**src/rtl/lspr_pkg.sv**
```systemverilog
package lspr_pkg;
  localparam int PRIV_W = 2;
  typedef logic [PRIV_W-1:0] priv_t;
  localparam priv_t PRIV_U = priv_t'(0);
  localparam priv_t PRIV_S = priv_t'(1);
  localparam priv_t PRIV_M = priv_t'(3);

  // one strobe per source of the effective mode; none set = current mode
  typedef struct packed {
    logic forceMach;
    logic useMachPrev;
    logic useSupPrev;
  } selStrobes_t;
endpackage

```
**src/rtl/lspr_ctrl.sv**
```systemverilog
module lspr_ctrl
  import lspr_pkg::*;
(
  input  priv_t       curPriv,
  input  logic        mprvEn,
  input  priv_t       mppField,
  input  logic        sprvEn,
  output selStrobes_t strobes
);
  logic inMach;

  always_comb begin
    inMach  = (curPriv == PRIV_M);
    strobes = '0;
    if (inMach) begin
      if (!mprvEn || (mppField == PRIV_M)) strobes.forceMach = 1'b1;
      else if (sprvEn)                     strobes.useSupPrev = 1'b1;
      else                                 strobes.useMachPrev = 1'b1;
    end else if (sprvEn) begin
      strobes.useSupPrev = 1'b1;
    end
  end

  always_comb begin
    if (!inMach && mprvEn && !sprvEn)
      AST_MPRV_OUTSIDE_MACH: assert (strobes == '0) else $error("mprv outside machine");
  end
endmodule

```
**src/rtl/lspr_path.sv**
```systemverilog
module lspr_path
  import lspr_pkg::*;
(
  input  selStrobes_t strobes,
  input  priv_t       curPriv,
  input  logic        curVirt,
  input  priv_t       mppField,
  input  logic        mpvField,
  input  logic        sppBit,
  input  logic        spvBit,
  input  logic        fgSum,
  input  logic        bgSum,
  input  logic        fgMxr,
  input  logic        bgMxr,
  output priv_t       effPriv,
  output logic        effVirt,
  output logic        noXlate,
  output logic        twoLevel,
  output priv_t       hostPriv,
  output logic        sumSel,
  output logic        guestMxr,
  output logic        hostMxr
);
  priv_t selPriv;
  logic  selVirt;
  logic  hostSum, guestSum, hostMxrCopy, guestMxrCopy;

  // mode source multiplexer
  always_comb begin
    if (strobes.forceMach) begin
      selPriv = PRIV_M;
      selVirt = 1'b0;
    end else if (strobes.useSupPrev) begin
      selPriv = {{(PRIV_W-1){1'b0}}, sppBit};
      selVirt = spvBit;
    end else if (strobes.useMachPrev) begin
      selPriv = mppField;
      selVirt = mpvField;
    end else begin
      selPriv = curPriv;
      selVirt = curVirt;
    end
  end

  // status copy selection: host copy is foreground unless currently a guest
  always_comb begin
    hostSum      = curVirt ? bgSum : fgSum;
    guestSum     = curVirt ? fgSum : bgSum;
    hostMxrCopy  = curVirt ? bgMxr : fgMxr;
    guestMxrCopy = curVirt ? fgMxr : bgMxr;
  end

  always_comb begin
    noXlate  = (selPriv == PRIV_M);
    twoLevel = selVirt & ~noXlate;
    effPriv  = selPriv;
    effVirt  = twoLevel;
    hostPriv = twoLevel ? PRIV_U : selPriv;
    if (noXlate)       sumSel = 1'b0;
    else if (twoLevel) sumSel = guestSum;
    else               sumSel = hostSum;
    hostMxr  = noXlate ? 1'b0 : hostMxrCopy;
    guestMxr = twoLevel ? (guestMxrCopy | hostMxrCopy) : 1'b0;
  end

  always_comb begin
    if (strobes.forceMach)
      AST_FORCE_MACH_BYPASS: assert (noXlate && !effVirt && !guestMxr) else $error("machine bypass");
    if (strobes.useMachPrev && mppField != PRIV_M)
      AST_MACH_PREV_XLATE: assert (!noXlate && effVirt == mpvField) else $error("mach prev");
    if (noXlate)
      AST_NOXLATE_FLAGS: assert (!sumSel && !hostMxr && !twoLevel) else $error("noxlate flags");
  end
endmodule

```
**src/rtl/lsu_priv_resolver.sv**
```systemverilog
module lsu_priv_resolver
  import lspr_pkg::*;
(
  input  logic [1:0] curPriv,
  input  logic       curVirt,
  input  logic       mprvEn,
  input  logic [1:0] mppField,
  input  logic       mpvField,
  input  logic       sprvEn,
  input  logic       sppBit,
  input  logic       spvBit,
  input  logic       fgSum,
  input  logic       bgSum,
  input  logic       fgMxr,
  input  logic       bgMxr,
  output logic [1:0] effPriv,
  output logic       effVirt,
  output logic       noXlate,
  output logic       twoLevel,
  output logic [1:0] hostPriv,
  output logic       sumSel,
  output logic       guestMxr,
  output logic       hostMxr
);
  selStrobes_t strobes;

  lspr_ctrl u_ctrl (
    .curPriv (curPriv),
    .mprvEn  (mprvEn),
    .mppField(mppField),
    .sprvEn  (sprvEn),
    .strobes (strobes)
  );

  lspr_path u_path (
    .strobes (strobes),
    .curPriv (curPriv),
    .curVirt (curVirt),
    .mppField(mppField),
    .mpvField(mpvField),
    .sppBit  (sppBit),
    .spvBit  (spvBit),
    .fgSum   (fgSum),
    .bgSum   (bgSum),
    .fgMxr   (fgMxr),
    .bgMxr   (bgMxr),
    .effPriv (effPriv),
    .effVirt (effVirt),
    .noXlate (noXlate),
    .twoLevel(twoLevel),
    .hostPriv(hostPriv),
    .sumSel  (sumSel),
    .guestMxr(guestMxr),
    .hostMxr (hostMxr)
  );

  always_comb begin
    if (curPriv != PRIV_M && sprvEn)
      AST_SPRV_TARGET: assert (effPriv == {1'b0, sppBit} && effVirt == spvBit) else $error("sprv target");
    if (curPriv != PRIV_M && !sprvEn)
      AST_PLAIN_PASS: assert (effPriv == curPriv && effVirt == curVirt) else $error("plain pass");
    if (effVirt)
      AST_GUEST_HOST_USER: assert (hostPriv == PRIV_U && twoLevel) else $error("host user");
    if (effPriv == PRIV_M)
      AST_MACH_NO_XLATE: assert (noXlate && !effVirt) else $error("mach xlate");
  end
endmodule

```
**config.mk**
```make
export PLATFORM = sky130hd
export DESIGN_NAME = lsu_priv_resolver
export DESIGN_NICKNAME = d
export VERILOG_FILES = /design/src/rtl/lspr_pkg.sv /design/src/rtl/lspr_ctrl.sv /design/src/rtl/lspr_path.sv /design/src/rtl/lsu_priv_resolver.sv
export SDC_FILE = /design/constraint.sdc
export NUM_CORES = 1
export LEC_CHECK = 0
export BUFFER_PORTS_ARGS = -buffer_cell sky130_fd_sc_hd__clkbuf_2
export CORE_AREA = 5 5 42 44
export DETAILED_ROUTE_END_ITERATION = 7
export DIE_AREA = 0 0 47 49
export PLACE_DENSITY = 0.64
export SLEW_MARGIN = 20
export SYNTH_ARGS = -nofsm -noshare
export SYNTH_HDL_FRONTEND = slang
export SYNTH_HIERARCHICAL = 1
export SYNTH_SLANG_ARGS = --single-unit
```
**constraint.sdc**
```tcl
create_clock -name vclk -period 1.75
set_input_delay 0.175 -clock vclk [all_inputs]
set_output_delay 0.175 -clock vclk [all_outputs]
set_load 0.02 [all_outputs]
```
==> results of run 1 <==
[layout make-up]
type | instances | share of cell area (%)
inverter | 4 | 2.40
multi-input combinational | 35 | 53.6
timing repair buffer | 36 | 40.8
tap | 16 | 3.20
[critical path: cells and delay by family]
| kind | cells | cell delay (ps) |
|---|---|---|
| AO/OA/AOI/OAI | 3 | 400 |
| buffers and inverters | 3 | 380 |
| AND/OR/NAND/NOR | 2 | 350 |
| multiplexers | 1 | 280 |
[cell usage after synthesis]
cell	n	area (sq um)
inv_1	4	15.0
a21oi_1	4	20.0
o21a_1	2	15.0
o2111ai_1	1	8.76
a21boi_2	1	11.3
a221oi_1	1	8.76
nor2b_1	3	18.8
a211oi_2	1	12.5
o31ai_4	1	21.3
mux2i_1	5	50.1
mux2_2	1	11.3
nand2_1	2	7.51
buf_6	2	22.5
o21ai_0	1	5.00
clkbuf_1	1	3.75
nor3b_2	1	12.5
buf_4	1	7.51
nor3_1	1	5.00
xor2_1	1	8.76
nor2b_2	1	8.76
nor2_1	5	18.8
nor3b_1	2	15.0
nand2b_1	1	6.26
[worst min-delay path by stage]
stage,depth (start not counted),end,slack [ps],from
4_1_cts,3,guestMxr,690,bgMxr
6_report,3,guestMxr,690,bgMxr
3_5_place_dp,3,guestMxr,690,bgMxr
5_1_grt,3,guestMxr,730,bgMxr
2_1_floorplan,2,sumSel,550,bgSum
3_3_place_gp,3,guestMxr,690,bgMxr
[power by group through the flow]
stage	clock network, W	logic (W)	registers, W
floorplan	0	0.000108	0
global placement	0	0.000169	0
detailed placement	0	0.000172	0
CTS	0	0.000183	0
global route	0	0.000226	0
finish	0	0.000208	0
[logic make-up after synthesis]
group,after synthesis
simple gates,16
compound gates,12
buf+inv,8
mux,6
xor+xnor,1
[stage by stage]
stage,total power (W),TNS [ps],hold WS [ps]
after detailed placement,0.000172,-176,695
after global placement,0.000169,-39.1,690
after CTS,0.000183,-53.0,687
final,0.000208,-26.7,690
after floorplan,0.000108,0,547
after global routing,0.000226,-355,727
[layer usage]
metal | track usage (%) | routed length (um)
met4 | 0 | 0
met3 | 1.85 | 107
met1 | 11.5 | 424
met2 | 13.6 | 486
met5 | 0 | 0
[what timing repair did]
action                     4_1_cts  5_1_grt
pin swaps                        1        1
resized for setup                5       24
buffers inserted                 1        1
setup endpoints to repair        4        8
==> impl_metrics.toml, run 1 <==
[logic_synthesis]
synth_fa_ha_area_share_pct = 0
synth_top_family_by_area = "compound AO/OA/AOI/OAI gates"
mappedNetlistNets = 57
avgSynthCellArea_sq_um = 7.30
synth_simple_gate_area_share_pct = 29.5
post_synth_instance_area_sq_um = 314
synthesis.instances = 43
synth_sequential_area_ratio_pct = 0
compound_gate_fraction_of_synth_area_pct = 32.7
xor_xnor_cell_area_share_of_the_yosys_netlist_pct = 2.79
distinct_cells_synth = 23
synth.mux.area_fraction_pct = 19.5
synthesis.yosys.warnings = 6

[min_path]
min-delay-path-class = "in2out"

[die]
initial_core_util_pct = 22.4
site_rows = 14
core_sq_um = 1400
floorplan.die.width_um = 47
fp.dieArea_sq_um = 2300
io-pin-count = 24
die_h_um = 49

[timing]
worst_slew_margin_rel_pct = 79.7
fin_crit_ps = 1780
rsz0062_at_grt = "true"
hold_viol = 0
worst_pin_slew_ps = 305
finalSetupViolCount = 1
timing.final.ws_setup_ps = -26.7
min_period_over_period_pct = 102
timing.fmax_ghz = 0.563
final_max_slew_viol_count = 0

[cells_and_area]
multi_input_comb_area_sq_um = 335
flow.area_growth_from_synthesis_pct = 99.2
stdcell_area_sq_um = 626
antennaDiodeCount = 0
count_of_clock_net_buffers_in_the_final_layout = 0
flip_flop_and_latch_count = 0
fin_nets = 91
final_cell_mix = "clkbuf_2 (14), buf_4 (14), buf_6 (5), inv_1 (4)"
seqCellArea_sq_um = 0
layout.filler_cells = 161
utilization_after_layout_pct = 44.6
final_cell_count_no_fill = 91
drive_gt1_share_pct = 69.3

[power_and_ir_drop]
power_frac_clock_pct = 0
power.share.combinational_pct = 100.0
power_switching_w = 0.000105
internal_power_w = 0.000102
seq_power_share_pct = 0
static-leakage-power_nw = 0.301
power.share.switching_pct = 50.7
vdd_drop_max_mv = 0.175
powerDensity_nw_per_um2 = 332

[status]
status = "finished with violations"
violations_in_the_final_reports = "setup timing"

[global_routing]
grt_antenna_before_repair = 0
grt_usage_pct = 8.29
grt_pass1_wl_um = 1550
maximum_number_of_pins_on_one_net_before_global_route_repair = 9
number_of_global_route_vias_before_repair = 377
globalRouteOverflowTotal = 0

[routing]
drt_iter0_drc = 2
drt-pass1-iter-count = 3
route.detailed.wl_per_inst_um = 11.2
vias = 417
remaining_drc_errors = 0
routed_via_density = 4.58
postRouteAntennaNets = 0
wirelength_um = 1020

[placed_design]
io_buffer_count = 24
dpl.hpwl_um = 788
place_area_sq_um = 508
place_inst = 89
gp_congestion = 0.707
post-place-ws_ps = -67.4

[run]
drv.max_cap_violation_count = 0

[setup_path]
critPathArrivalTime_ps = 1600
chain_of_cells_forming_the_critical_path = "buf_6 > a21boi_2 > nor3b_4 > buf_6 > mux2i_4 > o31ai_4 > nor2b_4 > o21a_1 > clkbuf_8"
path_max_fanout = 4
worst-endpoint-required_ps = 1570
critPathMaxStageDelay_ps = 280
crit_type = "in2out"
crit_start = "mppField[0]"
timing.critical_path.from_type = "input pin"
critical-path-top-cell-by-count = "buf_6"
critical-path-slowest-cell = "mux2i_4"
cp-endpoint = "guestMxr"
cp-end-kind = "output pin"

[cts]
hold_buffers = 0
(Power assumes the default switching activity.)
==> inputs of run 2 (changes only) <==
==> constraint.sdc (replaced) <==
create_clock -name vclk -period 1.75
set_input_delay 0.35 -clock vclk [all_inputs]
set_output_delay 0.35 -clock vclk [all_outputs]
set_load 0.02 [all_outputs]
==> impl_metrics.toml, run 2 (same netlist as run 1, synthesis figures left out) <==
[status]
status = "finished with violations"
violations_in_the_final_reports = "setup timing"

[global_routing]
globalRouteOverflowTotal = 0
grt_pass1_wl_um = 2090
grt_usage_pct = 11.8
gr-max-usage-layer = "met2"
grt_util_met1_pct = 14.3
maximum_number_of_pins_on_one_net_before_global_route_repair = 8
number_of_global_route_vias_before_repair = 470
grt_antenna_before_repair = 0
met2_usage_pct = 20.8
grtUsageMet3_pct = 3.32

[timing]
timing.final.ws_setup_ps = -370
final.setup.tns_ps = -3190
hold_viol = 0
timing.fmax_ghz = 0.472
final_max_slew_viol_count = 0
rsz0062_at_grt = "true"
worst_pin_slew_ps = 327
finalSetupViolCount = 10
worst_slew_margin_rel_pct = 78.2
holdWs_ps = 1030
min_period_over_period_pct = 121
fin_crit_ps = 2120

[die]
io-pin-count = 24
site_rows = 14
die_h_um = 49
floorplan.die.width_um = 47
core_sq_um = 1400
initial_core_util_pct = 22.4
fp.dieArea_sq_um = 2300

[power_and_ir_drop]
powerDensity_nw_per_um2 = 351
static-leakage-power_nw = 0.349
vdd_drop_max_mv = 0.181

[setup_path]
timing.critical_path.from_type = "input pin"
crit_type = "in2out"
cp-end-kind = "output pin"
critPathArrivalTime_ps = 1770
path_max_fanout = 4
worst-endpoint-required_ps = 1400

[placed_design]
io_buffer_count = 24
dpl.hpwl_um = 894
place_area_sq_um = 546
gp_congestion = 0.753
place_inst = 93
post-place-ws_ps = -451

[run]
drv.max_cap_violation_count = 0

[cells_and_area]
mostFrequentLayoutCell = "buf_4"
drive_gt1_share_pct = 75.3
flow.area_growth_from_synthesis_pct = 136
flip_flop_and_latch_count = 0
layout.filler_cells = 145
count_of_clock_net_buffers_in_the_final_layout = 0
final_cell_mix = "buf_4 (18), clkbuf_2 (11), buf_6 (5), inv_1 (4), a21oi_2 (4)"
seqCellArea_sq_um = 0
stdcell_area_sq_um = 742
final_cell_count_no_fill = 97
fin_nets = 97
antennaDiodeCount = 0

[min_path]
min-delay-path-class = "in2out"
holdPathEnd = "guestMxr"
timing.hold.worst.start = "bgMxr"
hold-path-cell-count = 3

[routing]
drt-pass1-iter-count = 4
postRouteAntennaNets = 0
routed_via_density = 4.64
remaining_drc_errors = 0
vias = 450
route.detailed.wl_per_inst_um = 13.9
drt_iter0_drc = 4
wirelength_um = 1350
[run 2: critical path, stage by stage]
cell	delay [ps]
buf_8	100
a21boi_4	140
nor3b_4	220
buf_6	150
mux2i_4	280
o31ai_4	110
buf_4	160
a21oi_2	120
buf_6	130
[run 2: area by class of cell]
class | count | area (sq um) | share of cell area, %
multi-input combinational | 35 | 368 | 49.6
timing repair buffer | 42 | 339 | 45.7
inverter | 4 | 15.0 | 2.02
tap | 16 | 20.0 | 2.70
[run 2: per-stage QoR]
| step | total power, W | utilization, % |
|---|---|---|
| floorplan | 0.000111 | - |
| CTS | 0.000230 | 47.4 |
| finish | 0.000261 | 52.9 |
| global placement | 0.000181 | 38.9 |
| global route | 0.000277 | 52.9 |
| detailed placement | 0.000184 | 38.9 |
[run 2: layer usage]
layer / up-vias / part of all wire, %
met3: 0 / 9.1
met5: - / 0
met1: 204 / 36
met4: 0 / 0
li1: 226 / -
met2: 20 / 55
[run 2: how the worst max path moves through the flow]
| stage | startpoint | to | slack, ps | depth (start not counted) |
|---|---|---|---|---|
| 6_report | mppField[0] | sumSel | -370 | 9 |
| 5_1_grt | mppField[0] | guestMxr | -450 | 9 |
| 4_1_cts | mprvEn | guestMxr | -390 | 9 |
| 3_5_place_dp | mprvEn | guestMxr | -450 | 9 |
| 3_3_place_gp | mprvEn | guestMxr | -420 | 9 |
| 2_1_floorplan | mprvEn | guestMxr | -260 | 7 |
[run 2: timing repair]
| action | 4_1_cts | 5_1_grt |
|---|---|---|
| gates resized for setup | 22 | 22 |
| hold buffers | 0 | 0 |
| pin swaps | 8 | 5 |
| setup endpoints to repair | 10 | 10 |
| setup buffers | 3 | 1 |
[run 2: power by group]
group          internal, W  switching [W]  total (W)
combinational     0.000136       0.000124   0.000261
sequential               0              0          0
clock                    0              0          0
total             0.000136       0.000124   0.000261
==> inputs of run 3 (changes only) <==
REMOVE_ABC_BUFFERS = 1   (was default)
==> impl_metrics.toml, run 3 (same netlist as run 1, synthesis figures left out) <==
[setup_path]
crit_type = "in2out"
timing.critical_path.from_type = "input pin"
critical-path-slowest-cell = "a211oi_2"
worst-endpoint-required_ps = 1400
path_max_fanout = 3
critPathArrivalTime_ps = 1830
chain_of_cells_forming_the_critical_path = "buf_8 > a21boi_4 > nor3b_4 > buf_6 > mux2i_2 > a211oi_2 > nor2b_4 > o21a_1 > clkbuf_8"
critPathMaxStageDelay_ps = 280
cp-end-kind = "output pin"

[placed_design]
place_area_sq_um = 541
place_inst = 95
dpl.hpwl_um = 801
post-place-ws_ps = -411
io_buffer_count = 24
gp_congestion = 0.696

[global_routing]
globalRouteOverflowTotal = 0
gr-max-usage-layer = "met2"
maximum_number_of_pins_on_one_net_before_global_route_repair = 8
grtUsageMet3_pct = 0.369
grt_util_met1_pct = 12.2
grt_pass1_wl_um = 1840
number_of_global_route_vias_before_repair = 430
met2_usage_pct = 19.2
grt_usage_pct = 9.97
grt_antenna_before_repair = 0

[cells_and_area]
count_of_clock_net_buffers_in_the_final_layout = 0
final_cell_mix = "buf_4 (20), clkbuf_2 (13), buf_6 (7), inv_1 (4)"
stdcell_area_sq_um = 726
mostFrequentLayoutCell = "buf_4"
seqCellArea_sq_um = 0
flow.area_growth_from_synthesis_pct = 131
fin_nets = 100
utilization_after_layout_pct = 51.8
antennaDiodeCount = 0
final_cell_count_no_fill = 100
drive_gt1_share_pct = 70.2
flip_flop_and_latch_count = 0

[status]
status = "finished with violations"
violations_in_the_final_reports = "setup timing"

[timing]
timing.final.ws_setup_ps = -427
worst_pin_slew_ps = 298
min_period_over_period_pct = 124
fin_crit_ps = 2180
final.setup.tns_ps = -3420
rsz0062_at_grt = "true"
hold_viol = 0
timing.fmax_ghz = 0.459
finalSetupViolCount = 10
final_max_slew_viol_count = 0
worst_slew_margin_rel_pct = 80.1

[die]
core_sq_um = 1400
die_h_um = 49
site_rows = 14
initial_core_util_pct = 22.4
fp.dieArea_sq_um = 2300
floorplan.die.width_um = 47
io-pin-count = 24

[routing]
routed_via_density = 4.58
postRouteAntennaNets = 0
vias = 458
drt_iter0_drc = 1
route.detailed.wl_per_inst_um = 11.1
remaining_drc_errors = 0
wirelength_um = 1110
drt-pass1-iter-count = 3

[power_and_ir_drop]
powerDensity_nw_per_um2 = 347
vdd_drop_max_mv = 0.181
static-leakage-power_nw = 0.353

[cts]
hold_buffers = 0

[min_path]
min-delay-path-class = "in2out"

[run]
drv.max_cap_violation_count = 0
-- run 3: worst max-delay path, delay by kind of cell --
kind	cells	cell delay [ps]
AND/OR/NAND/NOR	2	430
buffers and inverters	3	390
AO/OA/AOI/OAI	3	580
multiplexers	1	70
-- run 3: power breakdown --
group | switching (W) | internal (W)
clock | 0 | 0
combinational | 0.000115 | 0.000136
sequential | 0 | 0
total | 0.000115 | 0.000136
-- run 3: worst paths after layout --
kind / slack, ps / from / endpoint / depth (start not counted)
max: -430 / mppField[0] / guestMxr / 9
min: 1050 / bgMxr / guestMxr / 3
-- run 3: timing repair --
item,4_1_cts,5_1_grt
pin swaps,5,3
setup endpoints to repair,10,10
buffers inserted,7,1
gates resized for setup,21,24
-- run 3: per-layer routing --
metal	part of all wire, %	up-vias
li1	-	232
met1	36	215
met2	58	11
met3	5.9	0
met4	0	0
met5	0	-
-- run 3: through the flow --
stage	hold slack, ps	total power (W)
global route	1070	0.000270
detailed placement	1040	0.000179
finish	1050	0.000252
CTS	1040	0.000222
floorplan	897	0.0000939
global placement	1040	0.000177
-- run 3: layout make-up --
cell class	count	area (sq um)
Tap cell	16	20.0
Timing Repair Buffer	45	359
Inverter	4	15.0
Fill cell	152	676
Multi-Input combinational cell	35	332
